$ cat config.mk
export PLATFORM = sky130hd
export DESIGN_NAME = playpwr_mode_ctrl
export DESIGN_NICKNAME = d
export VERILOG_FILES = /design/src/rtl/pmc_pkg.sv /design/src/rtl/pmc_next.sv /design/src/rtl/pmc_outreg.sv /design/src/rtl/playpwr_mode_ctrl.sv
export SDC_FILE = /design/constraint.sdc
export NUM_CORES = 1
export LEC_CHECK = 0
export CAP_MARGIN = 20
export CORE_MARGIN = 2
export CORE_UTILIZATION = 48
export CTS_BUF_LIST = sky130_fd_sc_hd__clkbuf_16
export CTS_CLUSTER_DIAMETER = 80
export DETAILED_ROUTE_END_ITERATION = 10
export DONT_BUFFER_PORTS = 1
export GPL_TIMING_DRIVEN = 0
export PLACE_DENSITY = 0.64
export SLEW_MARGIN = 10
export SYNTH_ARGS = -nofsm -noshare
export SYNTH_HDL_FRONTEND = slang
export SYNTH_SLANG_ARGS = --single-unit
export TNS_END_PERCENT = 20
$ cat constraint.sdc
create_clock -name clk -period 1.7 [get_ports clk]
set_input_delay 0.34 -clock clk [delete_from_list [all_inputs] [get_ports clk]]
set_output_delay 0.34 -clock clk [all_outputs]
set_load 0.005 [all_outputs]
$ cat src/rtl/pmc_pkg.sv
package pmc_pkg;

    localparam int NUM_MODES = 9;

    typedef enum logic [NUM_MODES-1:0] {
        M_DIG_RDY = 9'b000000001,
        M_HW_RST  = 9'b000000010,
        M_ANA_RDY = 9'b000000100,
        M_ANA_PD  = 9'b000001000,
        M_INIT    = 9'b000010000,
        M_STOP    = 9'b000100000,
        M_STBY    = 9'b001000000,
        M_PLAY    = 9'b010000000,
        M_DPD     = 9'b100000000
    } mode_e;

    typedef struct packed {
        logic dig_ok;
        logic hw_rst;
        logic ana_ok;
        logic init_done;
        logic setup_done;
        logic ana_pd_req;
        logic fifo_wr;
        logic st;
        logic dp;
        logic hp_mute;
        logic fm_mute;
    } ctrl_req_t;

endpackage

$ cat src/rtl/pmc_next.sv
module pmc_next
    import pmc_pkg::*;
(
    input  mode_e     cur_i,
    input  ctrl_req_t req_i,
    output mode_e     nxt_o,
    output logic      refuse_o
);

    logic muted;
    assign muted = req_i.hp_mute && req_i.fm_mute;

    always_comb begin
        nxt_o    = cur_i;
        refuse_o = 1'b0;
        unique case (cur_i)
            M_DIG_RDY: if (req_i.dig_ok)  nxt_o = M_HW_RST;
            M_HW_RST:  if (!req_i.hw_rst) nxt_o = M_ANA_RDY;
            M_ANA_RDY: if (req_i.ana_ok)  nxt_o = M_ANA_PD;
            M_ANA_PD: begin
                if (!req_i.ana_ok)         nxt_o = M_ANA_RDY;
                else if (req_i.init_done)  nxt_o = M_INIT;
            end
            M_INIT: begin
                if (req_i.ana_pd_req) begin
                    if (muted) nxt_o    = M_ANA_PD;
                    else       refuse_o = 1'b1;
                end else if (req_i.setup_done) begin
                    nxt_o = M_STOP;
                end
            end
            M_STOP: begin
                if (req_i.dp) begin
                    if (muted) nxt_o    = M_DPD;
                    else       refuse_o = 1'b1;
                end else if (req_i.fifo_wr) begin
                    nxt_o = M_STBY;
                end
            end
            M_STBY: begin
                if (req_i.dp) begin
                    if (muted) nxt_o    = M_DPD;
                    else       refuse_o = 1'b1;
                end else if (req_i.st) begin
                    nxt_o = M_PLAY;
                end
            end
            M_PLAY: begin
                if (req_i.dp)       refuse_o = 1'b1;
                else if (!req_i.st) nxt_o    = M_STOP;
            end
            M_DPD: if (!req_i.dp) nxt_o = M_STOP;
            default: nxt_o = M_DIG_RDY;
        endcase
    end

endmodule

$ cat src/rtl/pmc_outreg.sv
module pmc_outreg
    import pmc_pkg::*;
(
    input  logic  clk,
    input  logic  rst_n,
    input  mode_e nxt_i,
    input  logic  refuse_i,
    output logic  clk_en_o,
    output logic  run_o,
    output logic  err_o
);

    logic clk_en_d;
    logic run_d;

    always_comb begin
        clk_en_d = 1'b1;
        run_d    = 1'b0;
        unique case (nxt_i)
            M_DIG_RDY, M_HW_RST, M_DPD: clk_en_d = 1'b0;
            M_PLAY:                     run_d    = 1'b1;
            default:                    ;
        endcase
    end

    always_ff @(posedge clk or negedge rst_n) begin
        if (!rst_n) begin
            clk_en_o <= 1'b0;
            run_o    <= 1'b0;
            err_o    <= 1'b0;
        end else begin
            clk_en_o <= clk_en_d;
            run_o    <= run_d;
            err_o    <= refuse_i;
        end
    end


    run_not_with_gate_chk: assert property (@(posedge clk) disable iff (!rst_n)
        run_o |-> clk_en_o);

endmodule

$ cat src/rtl/playpwr_mode_ctrl.sv
module playpwr_mode_ctrl
    import pmc_pkg::*;
(
    input  logic                 clk,
    input  logic                 rst_n,
    input  logic                 dig_pwr_ok_i,
    input  logic                 hw_rst_i,
    input  logic                 ana_pwr_ok_i,
    input  logic                 init_done_i,
    input  logic                 setup_done_i,
    input  logic                 ana_pd_req_i,
    input  logic                 fifo_wr_i,
    input  logic                 st_i,
    input  logic                 dp_i,
    input  logic                 hp_mute_i,
    input  logic                 fm_mute_i,
    output logic [NUM_MODES-1:0] mode_o,
    output logic                 core_clk_en_o,
    output logic                 play_run_o,
    output logic                 err_o
);

    mode_e     mode_q;
    mode_e     mode_d;
    logic      refuse;
    ctrl_req_t req;

    assign req = '{dig_ok:     dig_pwr_ok_i,
                   hw_rst:     hw_rst_i,
                   ana_ok:     ana_pwr_ok_i,
                   init_done:  init_done_i,
                   setup_done: setup_done_i,
                   ana_pd_req: ana_pd_req_i,
                   fifo_wr:    fifo_wr_i,
                   st:         st_i,
                   dp:         dp_i,
                   hp_mute:    hp_mute_i,
                   fm_mute:    fm_mute_i};

    pmc_next next_i (
        .cur_i    (mode_q),
        .req_i    (req),
        .nxt_o    (mode_d),
        .refuse_o (refuse)
    );

    always_ff @(posedge clk or negedge rst_n) begin
        if (!rst_n) mode_q <= M_DIG_RDY;
        else        mode_q <= mode_d;
    end

    pmc_outreg outs_i (
        .clk      (clk),
        .rst_n    (rst_n),
        .nxt_i    (mode_d),
        .refuse_i (refuse),
        .clk_en_o (core_clk_en_o),
        .run_o    (play_run_o),
        .err_o    (err_o)
    );

    assign mode_o = mode_q;


    mode_onehot_chk: assert property (@(posedge clk) disable iff (!rst_n)
        $countones(mode_o) == 1);


    no_play_to_dpd_chk: assert property (@(posedge clk) disable iff (!rst_n)
        mode_q == M_PLAY |=> mode_q != M_DPD);


    dpd_exit_stop_chk: assert property (@(posedge clk) disable iff (!rst_n)
        (mode_q != M_DPD && $past(mode_q) == M_DPD) |-> mode_q == M_STOP);


    dpd_entry_muted_chk: assert property (@(posedge clk) disable iff (!rst_n)
        (mode_q == M_DPD && $past(mode_q) != M_DPD) |-> $past(hp_mute_i && fm_mute_i));


    err_holds_mode_chk: assert property (@(posedge clk) disable iff (!rst_n)
        err_o |-> $stable(mode_o));


    gate_matches_mode_chk: assert property (@(posedge clk) disable iff (!rst_n)
        core_clk_en_o == !(mode_q inside {M_DIG_RDY, M_HW_RST, M_DPD}));

endmodule

==> flow_metrics.env, run 1 <==
export IMPL_cts_sinks=12
export IMPL_r2r_end="outs_i.clk_en_o$_DFF_PN0_"
export IMPL_pwr_density_cell_mw_per_mm2=1300
export IMPL_wl_mm=1.81
export IMPL_worstPathArrival_ns=1.75
export IMPL_ctsResizeCount=0
export IMPL_r2r_worst_path_cells=5
export IMPL_drt_iter0_markers=5
export IMPL_crit_path_end_kind="flop"
export IMPL_die_h_um=45.7
export IMPL_synth_cells=93
export IMPL_synth_seq_cells=12
export IMPL_syn_num_nets=106
export IMPL_core_mm2=0.00167
export IMPL_drv_cap=0
export IMPL_grt_max_degree=13
export IMPL_initial_utilization_pct=50.0
export IMPL_row_count=15
export IMPL_instances_no_fill=116
export IMPL_leakagePower_nw=0.390
export IMPL_synth_area_leaders="dfrtp_1, nand2b_1, a21oi_1"
export IMPL_ys_top_cells_by_count="dfrtp_1, nand2_1, nor2_1, a21oi_1, nand2b_1"
export IMPL_critPathLaunchType="flop"
export IMPL_worst_slack_ns=0.0699
export IMPL_globalRouteOverflowTotal=0
export IMPL_drv_slew=0
export IMPL_port_buffers=0
export IMPL_slew_headroom_pct=63.2
export IMPL_finalPower_w=0.00123
export IMPL_async_reset_ff_share_pct=100
export IMPL_globalRouteMet2Util_pct=32.1
export IMPL_syn_area_um2=835
export IMPL_crit_required_ns=1.82
export IMPL_cpMaxStageDelayCell="dfrtp_1"
export IMPL_clk_pin_slew_worst_paths_ns=0.04
export IMPL_area_delta_synth_final_pct=14.1
export IMPL_worst_r2r_setup_slack_ns=0.07
export IMPL_hpwl_mm=1.35
export IMPL_via_per_inst=6.29
export IMPL_die_area_mm2=0.00209
export IMPL_yosysTopAreaCellShare_pct=33.0
export IMPL_cp_slowest_stage_delay_ns=0.47
export IMPL_grt_pass1_wl_mm=3.02
export IMPL_hold_viol=0
export IMPL_finalCriticalPeriod_ns=1.63
export IMPL_pre_cts_slack_ns=0.0726
export IMPL_synth_cell_types=41
export IMPL_antenna_left=0
export IMPL_hp_start="dig_pwr_ok_i"
export IMPL_ir_worst_vdd_uv=576
export IMPL_drt_drc_violations_left=0
export IMPL_max_freq_mhz=613
export IMPL_cts_buffer_depth=2
export IMPL_yosysTopAreaCell="dfrtp_1"
export IMPL_antenna_found_initial=0
export IMPL_ys_flop_type="dfrtp_1"
export IMPL_fin_skew_ns=0.00350
export IMPL_cts_tree="yes"
export IMPL_num_vias=730
export IMPL_clock_latency_ns=0.24
export IMPL_status="finished clean"
export IMPL_finalSetupViolCount=0
export IMPL_grt_use_met1_pct=26.2
export IMPL_layout_drive_gt1_share_pct=14.1
export IMPL_yosysMostFrequentCell="dfrtp_1"
export IMPL_crit_path_max_fanout=9
export IMPL_synth_seq_area_share_pct=36.1
export IMPL_first_pass_iters=3
export IMPL_grt_pass1_vias=678
export IMPL_worstHoldPathType="primary input to flop"
export IMPL_num_nets_final=113
export IMPL_holdWs_ns=0.159
export IMPL_drt_wirelength_per_cell_um=15.6
export IMPL_antenna_cells=0
export IMPL_use_met3_pct=3.97
export IMPL_min_path_cells=1
export IMPL_ios=25
export IMPL_critPathKind="flop to flop"
export IMPL_die_x_um=45.7
export IMPL_tns_ns=0
export IMPL_ys_warn_count=0
export IMPL_place_inst=110
export IMPL_reg2reg_from="mode_o[2]$_DFF_PN0_"
export IMPL_gr_usage_all_layers_pct=20.3
export IMPL_path_cells="nor2_1 -> nand2_2 -> nand4b_1 -> a21boi_1 -> nor3_2"
export IMPL_final_period_utilization_pct=95.9
export IMPL_htreeDepth=1
export IMPL_synth_area_per_cell_um2=8.97
export IMPL_globalRoute_busiestLayer="met2"
export IMPL_cts_root_buf="clkbuf_16"
export IMPL_rsz0062_at_grt="true"
export IMPL_worstMarginPinSlew_ns=0.550
export IMPL_synth_edf_count=0
export IMPL_cts_buffers=3
export IMPL_gp_congestion=0.744
export IMPL_worstHoldEndpoint="mode_o[0]$_DFF_PN1_"
critical path, delay by kind of cell (launching register included):
kind | cells | cell delay [ns]
and+or+nand+nor | 4 | 0.78
DFF | 1 | 0.47
AOI/OAI and AO/OA | 1 | 0.25
layer usage:
layer | share of wire [%] | routed length, um
met5 | 0 | 0
met4 | 2.3 | 42
met3 | 3.5 | 63
met2 | 46 | 831
met1 | 48 | 868
per-stage QoR:
step	instance area (um2)	util (%)
after global routing	952	57.0
after floorplan	835	-
after CTS	945	56.6
after global placement	856	51.2
after detailed placement	856	51.2
final	952	57.0
state kept, by name, summed over array words and instances (netlist names):
| register | flops |
|---|---|
| outs_i.run_o | 1 |
| mode_o | 9 |
| outs_i.err_o | 1 |
| outs_i.clk_en_o | 1 |
final cells by class:
cell class	instances	area [um2]
Sequential cell	12	302
Timing Repair Buffer	2	17.5
Multi-Input combinational cell	76	509
Tap cell	17	21.3
Clock inverter	1	3.75
Buffer	2	12.5
Fill cell	159	718
Clock buffer	3	75.1
Inverter	3	11.3
repair_timing:
item | CTS | global route
hold buffers | 1 | 0
setup endpoints to repair | 0 | 3
hold endpoints to repair | 12 | 0
buffers inserted | 0 | 1
how the worst max path moves through the flow:
| stage | startpoint | endpoint | cells past startpoint |
|---|---|---|---|
| global placement | mode_o[7]$_DFF_PN0_ | mode_o[3]$_DFF_PN0_ | 5 |
| detailed placement | mode_o[1]$_DFF_PN0_ | outs_i.clk_en_o$_DFF_PN0_ | 5 |
| floorplan | mode_o[1]$_DFF_PN0_ | outs_i.clk_en_o$_DFF_PN0_ | 5 |
| finish | mode_o[2]$_DFF_PN0_ | outs_i.clk_en_o$_DFF_PN0_ | 5 |
| CTS | mode_o[1]$_DFF_PN0_ | outs_i.clk_en_o$_DFF_PN0_ | 5 |
| global route | mode_o[1]$_DFF_PN0_ | outs_i.clk_en_o$_DFF_PN0_ | 5 |
where the power goes:
| group | leakage (nW) | switching (W) | internal, W |
|---|---|---|---|
| clock network | 0.0385 | 0.000121 | 0.000309 |
| logic | 0.190 | 0.000198 | 0.000182 |
| registers | 0.162 | 0.0000852 | 0.000340 |
layout by cell type, fill, tap and decap left out, drive strengths merged:
cell          n
a2111oi       2
mux2i         1
nand2         9
and3          1
inv           3
and2          2
or2b          2
nor2b         2
nand4b        3
nor4          4
nor4b         1
or3           1
buf           3
o22a          1
dfrtp        11
o211ai        1
nor3          3
o31ai         2
a31oi         2
clkbuf        3
clkinv        1
o21ai         5
nand3b        2
a21oi         6
o32ai         3
and2b         1
dfstp         1
nand2b        5
xor2          2
nand4         2
dlygate4sd3   1
nand3         2
a21boi        1
nor2          8
a21bo         1
a21o          1
logic make-up after synthesis:
group           Yosys count  synth area share (%)
flops                    12                  36.1
simple gates             48                  36.1
compound gates           25                  21.6
buf+inv                   5                  2.85
mux                       1                  1.20
xor+xnor                  2                  2.10
Power figures use the tool's default switching activity.
==> run 2: changes to the inputs <==
--- a/config.mk
+++ b/config.mk
@@ -13,6 +13,7 @@
 export DETAILED_ROUTE_END_ITERATION = 10
 export DONT_BUFFER_PORTS = 1
 export GPL_TIMING_DRIVEN = 0
+export MAX_ROUTING_LAYER = met4
 export PLACE_DENSITY = 0.64
 export SLEW_MARGIN = 10
 export SYNTH_ARGS = -nofsm -noshare
==> constraint.sdc (replaced) <==
create_clock -name clk -period 1.5 [get_ports clk]
set_input_delay 0.3 -clock clk [delete_from_list [all_inputs] [get_ports clk]]
set_output_delay 0.3 -clock clk [all_outputs]
set_load 0.005 [all_outputs]
==> flow_metrics.env, run 2 (same netlist as run 1, synthesis figures left out) <==
export IMPL_use_met3_pct=3.97
export IMPL_layout_drive_gt1_share_pct=33.6
export IMPL_drt_wirelength_per_cell_um=16.6
export IMPL_p_comb_share_pct=40.6
export IMPL_worstHoldPathType="primary input to flop"
export IMPL_cts_buffers=3
export IMPL_fin_skew_ns=0.000788
export IMPL_fill_cells=132
export IMPL_slew_headroom_pct=63.0
export IMPL_num_vias=780
export IMPL_grt_pass1_wl_mm=3.15
export IMPL_drt_iter0_markers=16
export IMPL_hpwl_mm=1.35
export IMPL_leakagePower_nw=0.426
export IMPL_gr_usage_all_layers_pct=21.7
export IMPL_p_clk_share_pct=29.6
export IMPL_final_core_util_pct=65.2
export IMPL_p_int_w=0.00110
export IMPL_first_pass_iters=4
export IMPL_htreeDepth=1
export IMPL_globalRouteOverflowTotal=0
export IMPL_globalRoute_busiestLayer="met2"
export IMPL_ir_worst_vdd_uv=656
export IMPL_stdcell_area_mm2=0.00109
export IMPL_crit_path_max_fanout=10
export IMPL_finalCriticalPeriod_ns=1.51
export IMPL_grt_max_degree=13
export IMPL_port_buffers=0
export IMPL_globalRouteMet2Util_pct=34.4
export IMPL_drv_slew=0
export IMPL_drt_drc_violations_left=0
export IMPL_cts_root_buf="clkbuf_16"
export IMPL_finalSetupViolCount=1
export IMPL_cts_tree="yes"
export IMPL_wl_mm=2.06
export IMPL_pwr_density_cell_mw_per_mm2=1510
export IMPL_worstMarginPinSlew_ns=0.554
export IMPL_failed_checks="negative setup slack"
export IMPL_clock_latency_ns=0.24
export IMPL_worst_slack_ns=-0.0107
export IMPL_cts_buffer_depth=2
export IMPL_worstPathArrival_ns=1.67
export IMPL_rsz0062_at_grt="true"
export IMPL_max_freq_mhz=662
export IMPL_die_area_mm2=0.00209
export IMPL_seqCellArea_um2=309
export IMPL_final_period_utilization_pct=101
export IMPL_critPathKind="flop to flop"
export IMPL_place_inst=110
export IMPL_p_seq_share_pct=29.9
export IMPL_initial_utilization_pct=50.0
export IMPL_via_per_inst=6.29
export IMPL_final_cell_mix="buf_4, nand2_1, nor2_1, dfrtp_2"
export IMPL_largest_reg_flops=9
export IMPL_area_delta_synth_final_pct=30.6
export IMPL_ios=25
export IMPL_hold_viol=0
export IMPL_core_mm2=0.00167
export IMPL_die_h_um=45.7
export IMPL_tns_ns=-0.0107
export IMPL_p_sw_share_pct=33.3
export IMPL_status="complete, but fails checks"
export IMPL_antenna_found_initial=0
export IMPL_num_nets_final=121
export IMPL_instances_no_fill=124
export IMPL_grt_pass1_vias=735
export IMPL_crit_required_ns=1.66
export IMPL_place_area_um2=856
export IMPL_layout_commonest_cell="buf_4"
export IMPL_die_x_um=45.7
export IMPL_antenna_cells=0
export IMPL_cts_sinks=12
export IMPL_clk_pin_slew_worst_paths_ns=0.04
export IMPL_p_sw_w=0.000549
export IMPL_row_count=15
export IMPL_grt_use_met1_pct=26.5
export IMPL_multi_input_area_um2=576
export IMPL_crit_path_end_kind="flop"
export IMPL_antenna_left=0
export IMPL_critPathLaunchType="flop"
export IMPL_gp_congestion=0.753
export IMPL_drv_cap=0
==> run 2: cell types whose count changed in the layout (fill, tap and decap cells not counted), moves of 2 or more <==
cell     before  now
dfrtp_1      11    5
dfrtp_2       0    6
nor2_1        8    6
o21ai_0       4    2
buf_4         2    9
==> run 2: path summary, 6_finish.rpt <==
check / start / slack [ns] / cells past startpoint / to
setup / recovery: mode_o[5]$_DFF_PN0_ / -0.01 / 6 / outs_i.clk_en_o$_DFF_PN0_
hold / removal: dig_pwr_ok_i / 0.12 / 1 / mode_o[0]$_DFF_PN1_
setup reg to reg: mode_o[5]$_DFF_PN0_ / -0.01 / 6 / outs_i.clk_en_o$_DFF_PN0_
hold reg to reg: mode_o[0]$_DFF_PN1_ / 0.60 / 2 / mode_o[1]$_DFF_PN0_
max in group asynchronous: rst_n / 0.61 / 1 / mode_o[8]$_DFF_PN0_
min in group asynchronous: rst_n / 0.49 / 1 / mode_o[2]$_DFF_PN0_
==> run 2: stage by stage <==
step           total power, W  hold WS (ns)  setup slack [ns]
6_report              0.00165         0.118           -0.0107
5_1_grt               0.00174         0.118           -0.0601
4_1_cts               0.00149         0.116          0.000769
3_5_place_dp         0.000906       0.00468            -0.127
3_3_place_gp         0.000901       0.00469            -0.114
2_1_floorplan        0.000828       0.00441            0.0685
==> run 2: layer usage <==
layer	vias up	part of all wire [%]	wire [um]
li1	381	-	-
met1	370	43	877
met2	25	50	1030
met3	4	5.4	111
met4	0	2.0	42
met5	-	0	0
==> run 2: repair_timing <==
action / 4_1_cts / 5_1_grt
endpoints found under the hold margin: 12 / 0
setup endpoints to repair: 4 / 7
pin swaps: 5 / 5
resized for setup: 4 / 18
hold buffers: 1 / 0
gates cloned: 0 / 0
setup buffers: 5 / 4
==> run 2: worst max-delay path, stage by stage (launching register included) <==
cell	delay, ns
dfrtp_2	0.43
buf_4	0.19
o21ai_1	0.20
o21ai_2	0.10
o32ai_4	0.29
a21oi_2	0.05
nor3_2	0.16
==> run 2: final cells by class <==
type | count | area share [%]
multi-input combinational | 76 | 52.8
sequential | 12 | 28.4
timing repair buffer | 10 | 7.46
clock buffer | 3 | 6.89
tap | 17 | 1.95
buffer | 2 | 1.15
inverter | 3 | 1.03
clock inverter | 1 | 0.344
==> run 2: power by group through the flow <==
stage	combinational (W)	sequential [W]	clock, W
6_report	0.000668	0.000492	0.000487
4_1_cts	0.000509	0.000487	0.000496
5_1_grt	0.000723	0.000504	0.000517
2_1_floorplan	0.000362	0.000466	0
3_5_place_dp	0.000420	0.000486	0
3_3_place_gp	0.000417	0.000485	0
